<file path="src/rtl/fmp_pkg.sv">
package fmp_pkg;

    typedef enum logic [3:0] {
        S_IDLE,
        S_FILL,
        S_NEXT,
        S_HRD,
        S_HCAP,
        S_HEVAL,
        S_WORD,
        S_W0RD,
        S_W0CAP,
        S_W1RD,
        S_W1CAP,
        S_WLO,
        S_WHI,
        S_DONE
    } fmp_state_e;

    typedef struct packed {
        logic [2:0]  page;
        logic [12:0] blk;
        logic [3:0]  wen;
    } fmp_hdr_t;

    localparam logic [7:0] ERASED = 8'hFF;

    // Split a collected header into its fields for either header format.
    function automatic fmp_hdr_t fmp_decode(input logic [23:0] raw, input logic alt);
        fmp_hdr_t h;
        if (alt) begin
            h.page = 3'd0;
            h.blk  = {5'd0, raw[11:4]};
        end else begin
            h.page = raw[19:17];
            h.blk  = raw[16:4];
        end
        h.wen = raw[3:0];
        return h;
    endfunction

endpackage

</file>
<file path="src/rtl/fmp_hdr_unit.sv">
module fmp_hdr_unit
    import fmp_pkg::*;
(
    input  logic       clk,
    input  logic       rst,
    input  logic       clr,
    input  logic       shift,
    input  logic [7:0] byte_in,
    input  logic       alt,
    output fmp_hdr_t   hdr
);

    logic [23:0] raw;

    always_ff @(posedge clk) begin
        if (rst || clr) begin
            raw <= '0;
        end else if (shift) begin
            raw <= {raw[15:0], byte_in};
        end
    end

    always_comb hdr = fmp_decode(raw, alt);

endmodule

</file>
<file path="src/rtl/fmp_window.sv">
module fmp_window #(
    parameter int LW = 11
) (
    input  logic [LW-1:0] off,
    input  logic [LW-1:0] size,
    input  logic [LW-1:0] lidx,
    output logic          in_win,
    output logic          wr_lo,
    output logic          wr_hi
);

    logic [LW:0] wmin;
    logic [LW:0] endp;
    logic [LW:0] wmax;
    logic [LW:0] lx;
    logic        lead;
    logic        trail;

    always_comb begin
        lx     = {1'b0, lidx};
        wmin   = {1'b0, off[LW-1:1], 1'b0};
        endp   = {1'b0, off} + {1'b0, size};
        wmax   = endp + {{LW{1'b0}}, endp[0]};
        in_win = (lx >= wmin) && (lx < wmax);
        lead   = (lx == wmin) && off[0];
        trail  = ((lx + 2'd2) == wmax) && endp[0];
        wr_lo  = !lead;
        wr_hi  = !trail;
    end

endmodule

</file>
<file path="src/rtl/fuse_map_parser.sv">
module fuse_map_parser
    import fmp_pkg::*;
#(
    parameter int PHY_AW        = 10,
    parameter int MAX_LOG_BYTES = 1024
) (
    input  logic                          clk,
    input  logic                          rst,
    input  logic                          start,
    input  logic                          cfg_alt,
    input  logic [2:0]                    cfg_page,
    input  logic [$clog2(MAX_LOG_BYTES):0] cfg_offset,
    input  logic [$clog2(MAX_LOG_BYTES):0] cfg_size,
    input  logic [PHY_AW-1:0]             cfg_skip,
    input  logic [PHY_AW:0]               cfg_phy_size,
    output logic                          phy_rd_en,
    output logic [PHY_AW-1:0]             phy_rd_addr,
    input  logic [7:0]                    phy_rd_data,
    output logic                          log_wr_en,
    output logic [$clog2(MAX_LOG_BYTES)-1:0] log_wr_addr,
    output logic [7:0]                    log_wr_data,
    output logic                          done,
    output logic                          err
);

    localparam int LOG_AW  = $clog2(MAX_LOG_BYTES);
    localparam int LW      = LOG_AW + 1;
    localparam int IW      = PHY_AW + 2;
    localparam int MAX_BLK = MAX_LOG_BYTES / 8;

    fmp_state_e     st;
    logic [IW-1:0]  idx;
    logic [1:0]     hcnt;
    logic [2:0]     widx;
    logic [LW-1:0]  fill_cnt;
    logic [7:0]     b0, b1;
    logic           err_q;

    logic           alt_q;
    logic [2:0]     page_q;
    logic [LW-1:0]  off_q, size_q;
    logic [IW-1:0]  psz;

    fmp_hdr_t       hdr;
    logic           hdr_clr, hdr_shift;
    logic [1:0]     hlast;
    logic [IW-1:0]  hpos;
    logic [LW-1:0]  lidx;
    logic           in_win, wr_lo, wr_hi, page_ok;

    assign hlast   = alt_q ? 2'd1 : 2'd2;
    assign hpos    = idx + IW'(hcnt);
    assign lidx    = {hdr.blk[LW-4:0], widx[1:0], 1'b0};
    assign page_ok = alt_q || (hdr.page == page_q);

    fmp_hdr_unit u_hdr (
        .clk     (clk),
        .rst     (rst),
        .clr     (hdr_clr),
        .shift   (hdr_shift),
        .byte_in (phy_rd_data),
        .alt     (alt_q),
        .hdr     (hdr)
    );

    fmp_window #(.LW(LW)) u_win (
        .off    (off_q),
        .size   (size_q),
        .lidx   (lidx),
        .in_win (in_win),
        .wr_lo  (wr_lo),
        .wr_hi  (wr_hi)
    );

    assign hdr_clr   = (st == S_NEXT);
    assign hdr_shift = (st == S_HCAP);

    // Image read port
    always_comb begin
        phy_rd_en   = 1'b0;
        phy_rd_addr = '0;
        unique case (st)
            S_HRD: begin
                phy_rd_en   = (hpos < psz);
                phy_rd_addr = PHY_AW'(hpos);
            end
            S_W0RD: begin
                phy_rd_en   = 1'b1;
                phy_rd_addr = PHY_AW'(idx);
            end
            S_W1RD: begin
                phy_rd_en   = 1'b1;
                phy_rd_addr = PHY_AW'(idx + 1'b1);
            end
            default: ;
        endcase
    end

    // Logical write port
    always_comb begin
        log_wr_en   = 1'b0;
        log_wr_addr = '0;
        log_wr_data = ERASED;
        unique case (st)
            S_FILL: begin
                log_wr_en   = 1'b1;
                log_wr_addr = LOG_AW'(fill_cnt);
            end
            S_WLO: begin
                log_wr_en   = 1'b1;
                log_wr_addr = LOG_AW'(lidx - off_q);
                log_wr_data = b0;
            end
            S_WHI: begin
                log_wr_en   = 1'b1;
                log_wr_addr = LOG_AW'(lidx - off_q + 1'b1);
                log_wr_data = b1;
            end
            default: ;
        endcase
    end

    assign done = (st == S_DONE);
    assign err  = err_q;

    // Sequencer
    always_ff @(posedge clk) begin
        if (rst) begin
            st       <= S_IDLE;
            idx      <= '0;
            hcnt     <= '0;
            widx     <= '0;
            fill_cnt <= '0;
            b0       <= '0;
            b1       <= '0;
            err_q    <= 1'b0;
            alt_q    <= 1'b0;
            page_q   <= '0;
            off_q    <= '0;
            size_q   <= '0;
            psz      <= '0;
        end else begin
            unique case (st)
                S_IDLE: begin
                    if (start) begin
                        alt_q    <= cfg_alt;
                        page_q   <= cfg_page;
                        off_q    <= cfg_offset;
                        size_q   <= cfg_size;
                        psz      <= IW'(cfg_phy_size);
                        idx      <= IW'(cfg_skip);
                        fill_cnt <= '0;
                        err_q    <= 1'b0;
                        st       <= (cfg_size == '0) ? S_NEXT : S_FILL;
                    end
                end
                S_FILL: begin
                    fill_cnt <= fill_cnt + 1'b1;
                    if (fill_cnt == size_q - 1'b1) st <= S_NEXT;
                end
                S_NEXT: begin
                    hcnt <= '0;
                    st   <= (idx >= psz) ? S_DONE : S_HRD;
                end
                S_HRD: begin
                    st <= (hpos >= psz) ? S_DONE : S_HCAP;
                end
                S_HCAP: begin
                    if (phy_rd_data == ERASED) begin
                        st <= S_DONE;
                    end else if (hcnt == hlast) begin
                        st <= S_HEVAL;
                    end else begin
                        hcnt <= hcnt + 1'b1;
                        st   <= S_HRD;
                    end
                end
                S_HEVAL: begin
                    idx  <= idx + IW'(hlast) + 1'b1;
                    widx <= '0;
                    if (hdr.blk >= 13'(MAX_BLK)) begin
                        err_q <= 1'b1;
                        st    <= S_DONE;
                    end else begin
                        st <= S_WORD;
                    end
                end
                S_WORD: begin
                    if (widx[2]) begin
                        st <= S_NEXT;
                    end else if (hdr.wen[widx[1:0]]) begin
                        widx <= widx + 1'b1;
                    end else if ((idx + 1'b1) >= psz) begin
                        err_q <= 1'b1;
                        st    <= S_DONE;
                    end else if (page_ok && in_win) begin
                        st <= S_W0RD;
                    end else begin
                        idx  <= idx + 2'd2;
                        widx <= widx + 1'b1;
                    end
                end
                S_W0RD:  st <= S_W0CAP;
                S_W0CAP: begin
                    b0 <= phy_rd_data;
                    st <= S_W1RD;
                end
                S_W1RD:  st <= S_W1CAP;
                S_W1CAP: begin
                    b1 <= phy_rd_data;
                    st <= wr_lo ? S_WLO : S_WHI;
                end
                S_WLO: begin
                    if (wr_hi) begin
                        st <= S_WHI;
                    end else begin
                        idx  <= idx + 2'd2;
                        widx <= widx + 1'b1;
                        st   <= S_WORD;
                    end
                end
                S_WHI: begin
                    idx  <= idx + 2'd2;
                    widx <= widx + 1'b1;
                    st   <= S_WORD;
                end
                S_DONE:  st <= S_IDLE;
                default: st <= S_IDLE;
            endcase
        end
    end

    // Checks on the running parse
    AST_WR_IN_WINDOW: assert property (@(posedge clk) disable iff (rst)
        log_wr_en |-> ({1'b0, log_wr_addr} < size_q));

    AST_RD_IN_IMAGE: assert property (@(posedge clk) disable iff (rst)
        phy_rd_en |-> ({2'b00, phy_rd_addr} < psz));

    AST_DONE_ONE_CYCLE: assert property (@(posedge clk) disable iff (rst)
        done |=> !done);

    AST_ERR_WITH_DONE: assert property (@(posedge clk) disable iff (rst)
        $rose(err) |-> done);

    AST_START_IGNORED: assert property (@(posedge clk) disable iff (rst)
        (st != S_IDLE && start) |=> ($stable(off_q) && $stable(size_q) && $stable(psz)));

    AST_NO_RD_AND_WR: assert property (@(posedge clk) disable iff (rst)
        !(phy_rd_en && log_wr_en));

endmodule

</file>
<file path="config.mk">
export PLATFORM = sky130hd
export DESIGN_NAME = fuse_map_parser
export DESIGN_NICKNAME = d
export VERILOG_FILES = /design/src/rtl/fmp_pkg.sv /design/src/rtl/fmp_hdr_unit.sv /design/src/rtl/fmp_window.sv /design/src/rtl/fuse_map_parser.sv
export SDC_FILE = /design/constraint.sdc
export NUM_CORES = 1
export LEC_CHECK = 0
export BUFFER_PORTS_ARGS = -buffer_cell sky130_fd_sc_hd__buf_4
export CORE_UTILIZATION = 50
export DETAILED_ROUTE_END_ITERATION = 10
export PLACE_DENSITY_LB_ADDON = 0.3
export SLEW_MARGIN = 15
export SYNTH_ARGS = -nofsm -noshare
export SYNTH_HDL_FRONTEND = slang
export SYNTH_SLANG_ARGS = --single-unit
</file>
<file path="constraint.sdc">
create_clock -name clk -period 4.2 [get_ports clk]
set_input_delay 0 -clock clk [delete_from_list [all_inputs] [get_ports clk]]
set_output_delay 0 -clock clk [all_outputs]
set_load 0.05 [all_outputs]
</file>
Word level (Yosys, flattened, before mapping)
Cells that the tools add are included.
- $add $sub $neg: 14
- multipliers: 0
- divide/modulo/power cells: 0
- magnitude comparators: 8
- equal/unequal tests: 34
- shifts and indexed selects: 0
- multiplexer cells: 48
- bitwise operators: 0
- reduce and logical (&&, ||, !) cells: 23
- operators with widths (cell ; count):
    12-bit 2-to-1 mux ; 6
    10-bit case mux with 3 select lines ; 2
    12-bit case mux with 5 select lines ; 1
    4-bit case mux with 13 select lines ; 1
    4-bit 2-to-1 mux ; 11
    12-bit by 11-bit >= comparator with 1-bit output ; 3
    12-bit by 1-bit adder with 12-bit output (second input constant) ; 2
    12-bit by 2-bit adder with 12-bit output ; 2
    4-bit equality test (second input constant) ; 6
    11-bit case mux with 2 select lines ; 1
    3-bit 2-to-1 mux ; 7
    2-bit inequality test (second input constant) ; 10
    4-bit by 3-bit equality test with 1-bit output (second input constant) ; 4
    16-bit 2-to-1 mux ; 1
    8-bit case mux with 2 select lines ; 1
    13-bit by 8-bit >= comparator with 1-bit output (second input constant) ; 1
    11-bit by 11-bit adder with 12-bit output ; 1
    11-bit by 2-bit adder with 12-bit output (second input constant) ; 1
    12-bit by 1-bit adder with 12-bit output ; 1
    12-bit by 2-bit adder with 12-bit output (second input constant) ; 1
    12-bit equality test ; 1
    11-bit by 12-bit < comparator with 1-bit output ; 1
    12-bit by 11-bit < comparator with 1-bit output ; 1
    3-bit case mux with 4 select lines ; 1
    41 further kinds ; 60
- flip-flop bits (word level): 106
- bits in latches: 0
- memory bits (writable): 0
- bits in read-only memories: 0
- bits of input ports: 58
- output and inout bits: 32
- logic and storage cells: 142
- memories kept: 0

Depth between registers and ports, before layout
Gate-level depths: netlist (run 1).
- depth in word-level cells: 10
- depth in mapped cells: 20
- depth with buffers taken out: 19

By module
From an unflattened synthesis (run 1), not the netlist that was laid out.
- cells, all modules: 1222
- area total of the unflattened synthesis: 9201.3 um^2
- by module, submodules not included (module ; times used ; cells each ; area an instance (um^2) ; sequential area each (um^2)):
    fuse_map_parser ; 1 ; 937 ; 6765.2 ; 1721.7
    fmp_window ; 1 ; 200 ; 1566.5 ; 0.0
    fmp_hdr_unit ; 1 ; 85 ; 869.6 ; 400.4

Least setup slack after synthesis (run 1)
No wires, ideal clock.
- path kind: reg-to-reg
- start: register off_q[0]
- end: register idx[11]
- setup time: 0.117 ns
- arrival: 4.483 ns
- required time: 4.083 ns
- setup slack: -0.401 ns
- stages on the path, launching flop included: 20
- buffers on the path: 0
- period minus slack after synthesis: 4.601 ns
- path through: dfxtp_1 ha_1 inv_1 fa_1 nand2b_1 a211oi_2 nor3_1 or2_1 nor4_2 xnor2_1 ha_1 o211ai_1 a21oi_1 o211ai_1 and3_1 nor4b_1 o31ai_1 a21boi_1 nand3_1 a32o_1
- cells in the longest elaborated chain, start to end: 7
- elaborated cells between the ends (all ways): 10
- those cells by class: add/sub: 2; order compare: 1; eq/ne: 3; reduce/logical: 4
- ends and longest elaborated chain (item ; line ; text):
    from (decl) ; fuse_map_parser.sv:41 ; logic [LW-1:0] off_q, size_q;
    from (signal assigned) ; fuse_map_parser.sv:148 ; off_q <= cfg_offset;
    11-bit by 11-bit adder with 12-bit output (*) ; fmp_window.sv:22 ; endp = {1'b0, off} + {1'b0, size};
    12-bit by 1-bit adder with 12-bit output ; fmp_window.sv:23 ; wmax = endp + {{LW{1'b0}}, endp[0]};
    11-bit by 12-bit < comparator with 1-bit output ; fmp_window.sv:24 ; in_win = (lx >= wmin) && (lx < wmax);
    1-bit logical AND ; fmp_window.sv:24 ;
    1-bit logical AND ; fuse_map_parser.sv:196 ; end else if (page_ok && in_win) begin
    2-bit inequality test (no line) ; - ;
    7-bit AND reduction (no line) (*) ; - ;
    to (signal assigned) ; fuse_map_parser.sv:199 ; idx <= idx + 2'd2;
    to (signal assigned) ; fuse_map_parser.sv:217 ; idx <= idx + 2'd2;
    to (signal assigned) ; fuse_map_parser.sv:223 ; idx <= idx + 2'd2;
    to (decl) ; fuse_map_parser.sv:32 ; logic [IW-1:0] idx;
Mark *: on every way between the ends. The rest lies on a longest branch, timed or not.
A chain may end at the register's enable or synchronous reset.

Worst setup path in the final report (run 1)
- start: register size_q[0]
- end: register idx[9]
- cells in the longest elaborated chain, start to end: 7
- elaborated cells between the ends (all ways): 10
- those cells by class: add/sub: 2; order compare: 1; eq/ne: 3; reduce/logical: 4
- ends and longest elaborated chain (item ; line ; text):
    from (decl) ; fuse_map_parser.sv:41 ;
    from (signal assigned) ; fuse_map_parser.sv:149 ; size_q <= cfg_size;
    11-bit by 11-bit adder with 12-bit output (*) ; fmp_window.sv:22 ;
    12-bit by 1-bit adder with 12-bit output ; fmp_window.sv:23 ;
    11-bit by 12-bit < comparator with 1-bit output ; fmp_window.sv:24 ;
    1-bit logical AND ; fmp_window.sv:24 ;
    1-bit logical AND ; fuse_map_parser.sv:196 ;
    2-bit inequality test (no line) ; - ;
    7-bit AND reduction (no line) (*) ; - ;
Marks and branches as above.

==> results.py, run 1 <==
metrics = {
    "critical_path": {
        "end_kind": "flip-flop",
        "arrival_ns": 4.56,
        "crit_fanout": 6,
        "cp_data_required_time_ns": 4.42,
        "critical_path_class": "reg -> reg",
        "setup.worst_path.start_class": "flip-flop",
    },
    "logic_synthesis": {
        "synthArstFlopShare": 0,
        "ys.flop_type": "dfxtp_1",
        "synth_nets": 1361,
        "ys_warn_count": 0,
        "synth_area_leaders": "dfxtp_1 24%, ha_1 11%, nand2_1 9.5%",
        "syn_area_mm2": 0.00899,
        "synth-edff-count": 0,
        "netlist.area_leader.share": 0.236,
        "seq_area_frac_synth": 0.236,
        "syn_avg_cell_area_um2": 7.35,
        "synth_largest_area_cell": "dfxtp_1",
        "ys_ff_latch": 106,
        "synth_cell_types": 87,
        "synth_cells": 1223,
    },
    "floorplan": {
        "start_util": 0.516,
        "die_x_um": 136,
        "dieArea_mm2": 0.0185,
        "pin_count": 90,
        "die_y_um": 136,
        "core_mm2": 0.0174,
        "row_count": 48,
    },
    "timing": {
        "final.setup.worst_slack_ns": -0.145,
        "hold_viol": 0,
        "slew_headroom": 0.292,
        "rsz0062_at_grt": "yes",
        "period_share": 1.03,
        "worst_slew_pin_slew_ns": 1.06,
        "max_freq_ghz": 0.230,
        "final.setup.tns_ns": -1.60,
        "fin_skew_ns": 0.0109,
        "setup_viol": 16,
        "slew_viol_final": 0,
        "worst_hold_slack_ns": 0.00487,
        "period_minus_slack_ns": 4.35,
    },
    "finish": {
        "drive_gt1_frac": 0.173,
        "layout_commonest_cell": "nand2_1",
        "mostFrequentLayoutCells": "227 x nand2_1, 155 x buf_4, 136 x a21oi_1",
        "n_antenna_cell": 0,
        "area_growth_pct": 25.8,
        "finalNetCount": 1519,
    },
    "route": {
        "ant_nets": 0,
        "drt_iter0_drc": 988,
        "routedWlPerCell_um": 17.8,
        "drc_errors": 0,
        "drt_wl_total_um": 28700,
        "drtPass1Iterations": 5,
        "viasPerCell": 6.00,
        "num_vias": 9672,
    },
    "global_routing": {
        "grt_pass1_vias": 8912,
        "grt_usage": 0.308,
        "grt_max_degree": 85,
        "overflow": 0,
        "antenna_found_initial": 0,
        "grt_first_pass_wirelength_um": 45100,
    },
    "cts": {
        "htree_levels": 3,
        "clkLatencyLatePin_ns": 0.36,
        "path_clk_slew_ns": 0.08,
        "clockBufferDepth": 2,
        "root_buffer": "clkbuf_16",
        "cts.sinks": 106,
        "cts_tree": "done",
        "cts_made_buffers": 9,
    },
    "pwr": {
        "p_total_w": 0.00395,
        "p_leak_nw": 4.57,
        "power.density_mw_per_mm2": 350,
        "peakVddDrop_v": 0.000269,
    },
    "run": {
        "drv_cap": 0,
    },
    "placement": {
        "place_congestion": 0.965,
        "post-dp-hpwl_um": 21000,
        "port_buffers": 89,
    },
    "hold_path": {
        "holdCritPathClass": "in -> reg",
    },
    "outcome": {
        "failed_checks": "setup timing",
        "status": "finished with violations",
    },
}
-- timing repair --
item | in CTS | in global routing
gates resized for setup | 12 | 33
hold buffers | 46 | 0
hold endpoints to repair | 62 | 0
pin swaps | 5 | 18
setup buffers | 1 | 5
endpoints found under the setup margin | 17 | 17
-- cells by family (layout without fill, tap and decap cells) --
| family | count (synthesis) | in the layout | synth area share |
|---|---|---|---|
| flops | 106 | 106 | 0.236 |
| simple gates | 497 | 497 | 0.251 |
| mux | 4 | 4 | 0.00599 |
| fa+ha+maj | 80 | 80 | 0.115 |
| compound gates | 346 | 346 | 0.254 |
| buf+inv | 104 | 267 | 0.0438 |
| xor+xnor | 86 | 86 | 0.0947 |
-- power by group --
group | switching, W | leakage, nW | total [W] | internal, W
clock network | 0.000446 | 0.146 | 0.000867 | 0.000421
registers | 0.000105 | 0.863 | 0.00118 | 0.00108
logic | 0.00110 | 3.56 | 0.00190 | 0.000806
total | 0.00165 | 4.57 | 0.00395 | 0.00230
-- synth_stat cells, drive strengths merged (5+ instances only) --
master	number
buf	5
and3	9
o21bai	5
a211oi	17
nand4	20
dfxtp	106
a21oi	138
nor3	34
o221ai	6
or2	10
ha	76
a221oi	11
a2111oi	5
a21o	14
inv	48
nor2b	9
xnor3	6
a31oi	8
or4	5
o21a	8
nor2	103
a221o	5
nand3	34
or3	8
o21ai	46
nor4	8
o211ai	6
nand2	228
a22oi	18
nand2b	12
xor2	32
clkbuf	51
xnor2	48
o31ai	16
-- metrics by stage --
| stage | worst slack [ns] | utilization | cell area (um^2) | cells |
|---|---|---|---|---|
| 6_report | -0.145 | 0.649 | 11300 | 1611 |
| 3_5_place_dp | -0.248 | 0.589 | 10300 | 1543 |
| 5_1_grt | -0.387 | 0.649 | 11300 | 1611 |
| 2_1_floorplan | 0.0375 | - | 9020 | 1223 |
| 4_1_cts | -0.0262 | 0.636 | 11100 | 1606 |
| 3_3_place_gp | -0.111 | 0.589 | 10300 | 1543 |
-- final timing paths --
path                            depth (start not counted)  slack, ns                   to                    from
worst min register to register                          2       0.46  psz[5]$_SDFFE_PP0P_     psz[5]$_SDFFE_PP0P_
worst max register to register                         19      -0.15  idx[9]$_SDFFE_PP0P_  size_q[0]$_SDFFE_PP0P_
worst max-delay path                                   19      -0.15  idx[9]$_SDFFE_PP0P_  size_q[0]$_SDFFE_PP0P_
worst min-delay path                                    3      0.005  idx[5]$_SDFFE_PP0P_             cfg_skip[5]
-- per-layer routing --
metal | up-vias | part of all wire | GRT usage
met5 | - | 0 | 0
met4 | 0 | 0.023 | 0.0846
met3 | 46 | 0.081 | 0.0496
met2 | 403 | 0.46 | 0.514
met1 | 4510 | 0.43 | 0.409
li1 | 4713 | - | -
-- registers in the layout, indices dropped and copies added, names as in the netlist, 8 cells and up --
register,flops
psz,11
b0,8
b1,8
u_hdr.raw,20
off_q,11
size_q,11
fill_cnt,11
idx,12
-- cell type report --
| class | instances | area (um^2) |
|---|---|---|
| Tap cell | 225 | 282 |
| Sequential cell | 106 | 2130 |
| Fill cell | 1507 | 6110 |
| Timing Repair Buffer | 203 | 1660 |
| Clock buffer | 9 | 225 |
| Multi-Input combinational cell | 1013 | 6770 |
| Inverter | 48 | 180 |
| Clock inverter | 7 | 67.6 |
-- critical path: stages (launching register included) --
cell and delay (ns):
dfxtp_2 0.36, ha_4 0.14, inv_2 0.03, fa_2 0.34, nand2b_4 0.17, a211oi_4 0.31, nor3_2 0.10, or2_4 0.27
nor4_4 0.31, xnor2_1 0.12, ha_1 0.30, o211ai_1 0.15, a21oi_2 0.18, o211ai_1 0.11, and3_4 0.22, nor4b_4 0.31
o31ai_4 0.11, a21bo_4 0.29, o311ai_4 0.28, o31ai_2 0.10
Power figures use the tool's default switching activity.
==> inputs of run 2 (changes only) <==
CORE_UTILIZATION = 35   (was 50)
clock period = 4.9 ns   (was 4.2 ns; I/O delays follow)
==> results.py, run 2 (synthesis gave the netlist of run 1 again) <==
metrics = {
    "placement": {
        "port_buffers": 89,
        "place_area_mm2": 0.0100,
        "place_congestion": 0.930,
        "post-dp-hpwl_um": 21900,
        "place_inst": 1604,
    },
    "route": {
        "drc_errors": 0,
        "drt_wl_total_um": 29600,
        "wl_met2_um": 13200,
        "routedWlPerCell_um": 17.8,
        "top_layer": "met4",
        "viasPerCell": 5.69,
        "wl_met3_um": 1590,
        "drtPass1Iterations": 8,
        "num_vias": 9489,
        "ant_nets": 0,
        "drt_iter0_drc": 1032,
        "m1WireLength_um": 14300,
    },
    "timing": {
        "period_share": 0.929,
        "period_minus_slack_ns": 4.55,
        "setup_viol": 0,
        "fin_skew_ns": 0.0101,
        "slew_viol_final": 0,
        "hold_viol": 1,
        "worst_slew_pin_slew_ns": 1.25,
        "slew_headroom": 0.160,
        "worst_hold_slack_ns": -0.00455,
        "max_freq_ghz": 0.220,
    },
    "critical_path": {
        "setup.worst_path.start_class": "flip-flop",
        "r2r_end": "st[0]$_SDFFE_PP0P_",
        "r2r-start": "size_q[0]$_SDFFE_PP0P_",
        "setup.worst_path.start": "size_q[0]$_SDFFE_PP0P_",
        "cp_data_required_time_ns": 5.17,
        "arrival_ns": 4.82,
        "r2r_cells": 20,
        "crit_fanout": 6,
        "critical_path_class": "reg -> reg",
        "end_kind": "flip-flop",
        "reg2reg_setup_slack_ns": 0.35,
        "crit_end": "st[0]$_SDFFE_PP0P_",
    },
    "floorplan": {
        "start_util": 0.357,
        "pin_count": 90,
        "die_y_um": 162,
        "core_mm2": 0.0252,
        "row_count": 58,
        "dieArea_mm2": 0.0263,
        "die_x_um": 162,
    },
    "global_routing": {
        "antenna_found_initial": 0,
        "grt_max_degree": 57,
        "grt_first_pass_wirelength_um": 46400,
        "grt_usage": 0.223,
        "grt_pass1_vias": 8641,
        "overflow": 0,
    },
    "pwr": {
        "power.density_mw_per_mm2": 301,
        "p_leak_nw": 4.23,
        "peakVddDrop_v": 0.000161,
    },
    "finish": {
        "largest_reg_flops": 20,
        "final_area_mm2": 0.0108,
        "nFillCells": 2561,
        "drive_gt1_frac": 0.119,
        "instances_no_fill": 1669,
        "n_antenna_cell": 0,
        "mostFrequentLayoutCells": "227 x nand2_1, 137 x a21oi_1, 108 x buf_4",
        "regMostFlops": "u_hdr.raw",
        "multi_input_comb_area_mm2": 0.00650,
        "layout_commonest_cell": "nand2_1",
        "final-seq-area_mm2": 0.00212,
        "finalNetCount": 1472,
        "post-route-util": 0.429,
        "area_growth_pct": 20.3,
        "top_regs": "u_hdr.raw: 20 flops, idx: 12 flops",
    },
    "run": {
        "drv_cap": 0,
    },
    "cts": {
        "clkLatencyLatePin_ns": 0.37,
        "path_clk_slew_ns": 0.09,
        "clockBufferDepth": 2,
        "cts_made_buffers": 9,
        "htree_levels": 3,
        "cts.sinks": 106,
        "cts_tree": "done",
        "root_buffer": "clkbuf_16",
    },
    "hold_path": {
        "holdCritPathClass": "in -> reg",
    },
    "outcome": {
        "failed_checks": "hold timing",
        "status": "finished with violations",
    },
}
## run 2: layer usage
metal | vias up | GRT usage
met2 | 357 | 0.350
met5 | - | 0
met4 | 0 | 0.0596
met1 | 4468 | 0.318
met3 | 35 | 0.0271
li1 | 4629 | -
## run 2: worst max-delay path, stage by stage (launching register included)
cell	delay, ns
dfxtp_2	0.39
ha_2	0.23
inv_1	0.06
fa_1	0.40
nand2b_1	0.20
a211oi_2	0.24
buf_4	0.17
o21ba_2	0.14
o21ai_0	0.11
nor4_2	0.38
xnor2_1	0.12
ha_1	0.30
o211ai_1	0.09
a21oi_1	0.17
o211ai_1	0.11
and3_1	0.22
o41ai_1	0.44
a211oi_2	0.13
o31ai_1	0.30
nor2_1	0.09
o21a_1	0.17
## run 2: worst min path at each step
stage | startpoint | to | slack (ns) | cells past startpoint
finish | cfg_skip[5] | idx[5]$_SDFFE_PP0P_ | -0.005 | 3
global route | cfg_skip[5] | idx[5]$_SDFFE_PP0P_ | 0.04 | 3
CTS | cfg_skip[5] | idx[5]$_SDFFE_PP0P_ | 0.005 | 3
detailed placement | cfg_phy_size[1] | psz[1]$_SDFFE_PP0P_ | 0.26 | 3
global placement | cfg_phy_size[10] | psz[10]$_SDFFE_PP0P_ | 0.25 | 3
floorplan | phy_rd_data[0] | b0[0]$_SDFFE_PP0P_ | 0.14 | 2
## run 2: area by class of cell
type	instances	share of cell area
clock inverters	7	0.00752
multi-input cells	1013	0.601
clock buffers	9	0.0208
flip-flops and latches	106	0.196
inverters	48	0.0167
well taps	330	0.0382
repair buffers	156	0.119
## run 2: stage by stage
stage                     TNS (ns)  setup WS [ns]  total power [W]
after CTS                        0          0.181          0.00324
after floorplan                  0          0.299          0.00204
after detailed placement         0          0.195          0.00243
final                            0          0.347          0.00325
after global placement           0          0.341          0.00242
after global routing       -0.0137        -0.0136          0.00345
## run 2: what timing repair did
action / in CTS / in global routing
setup endpoints to repair: 0 / 17
setup buffers: 0 / 1
hold endpoints to repair: 64 / 0
hold buffers: 48 / 0
resized for setup: 0 / 5
## run 2: power by group
part | switching, W | internal [W]
combinational | 0.000845 | 0.000589
sequential | 0.000123 | 0.000923
clock | 0.000405 | 0.000367
total | 0.00137 | 0.00188
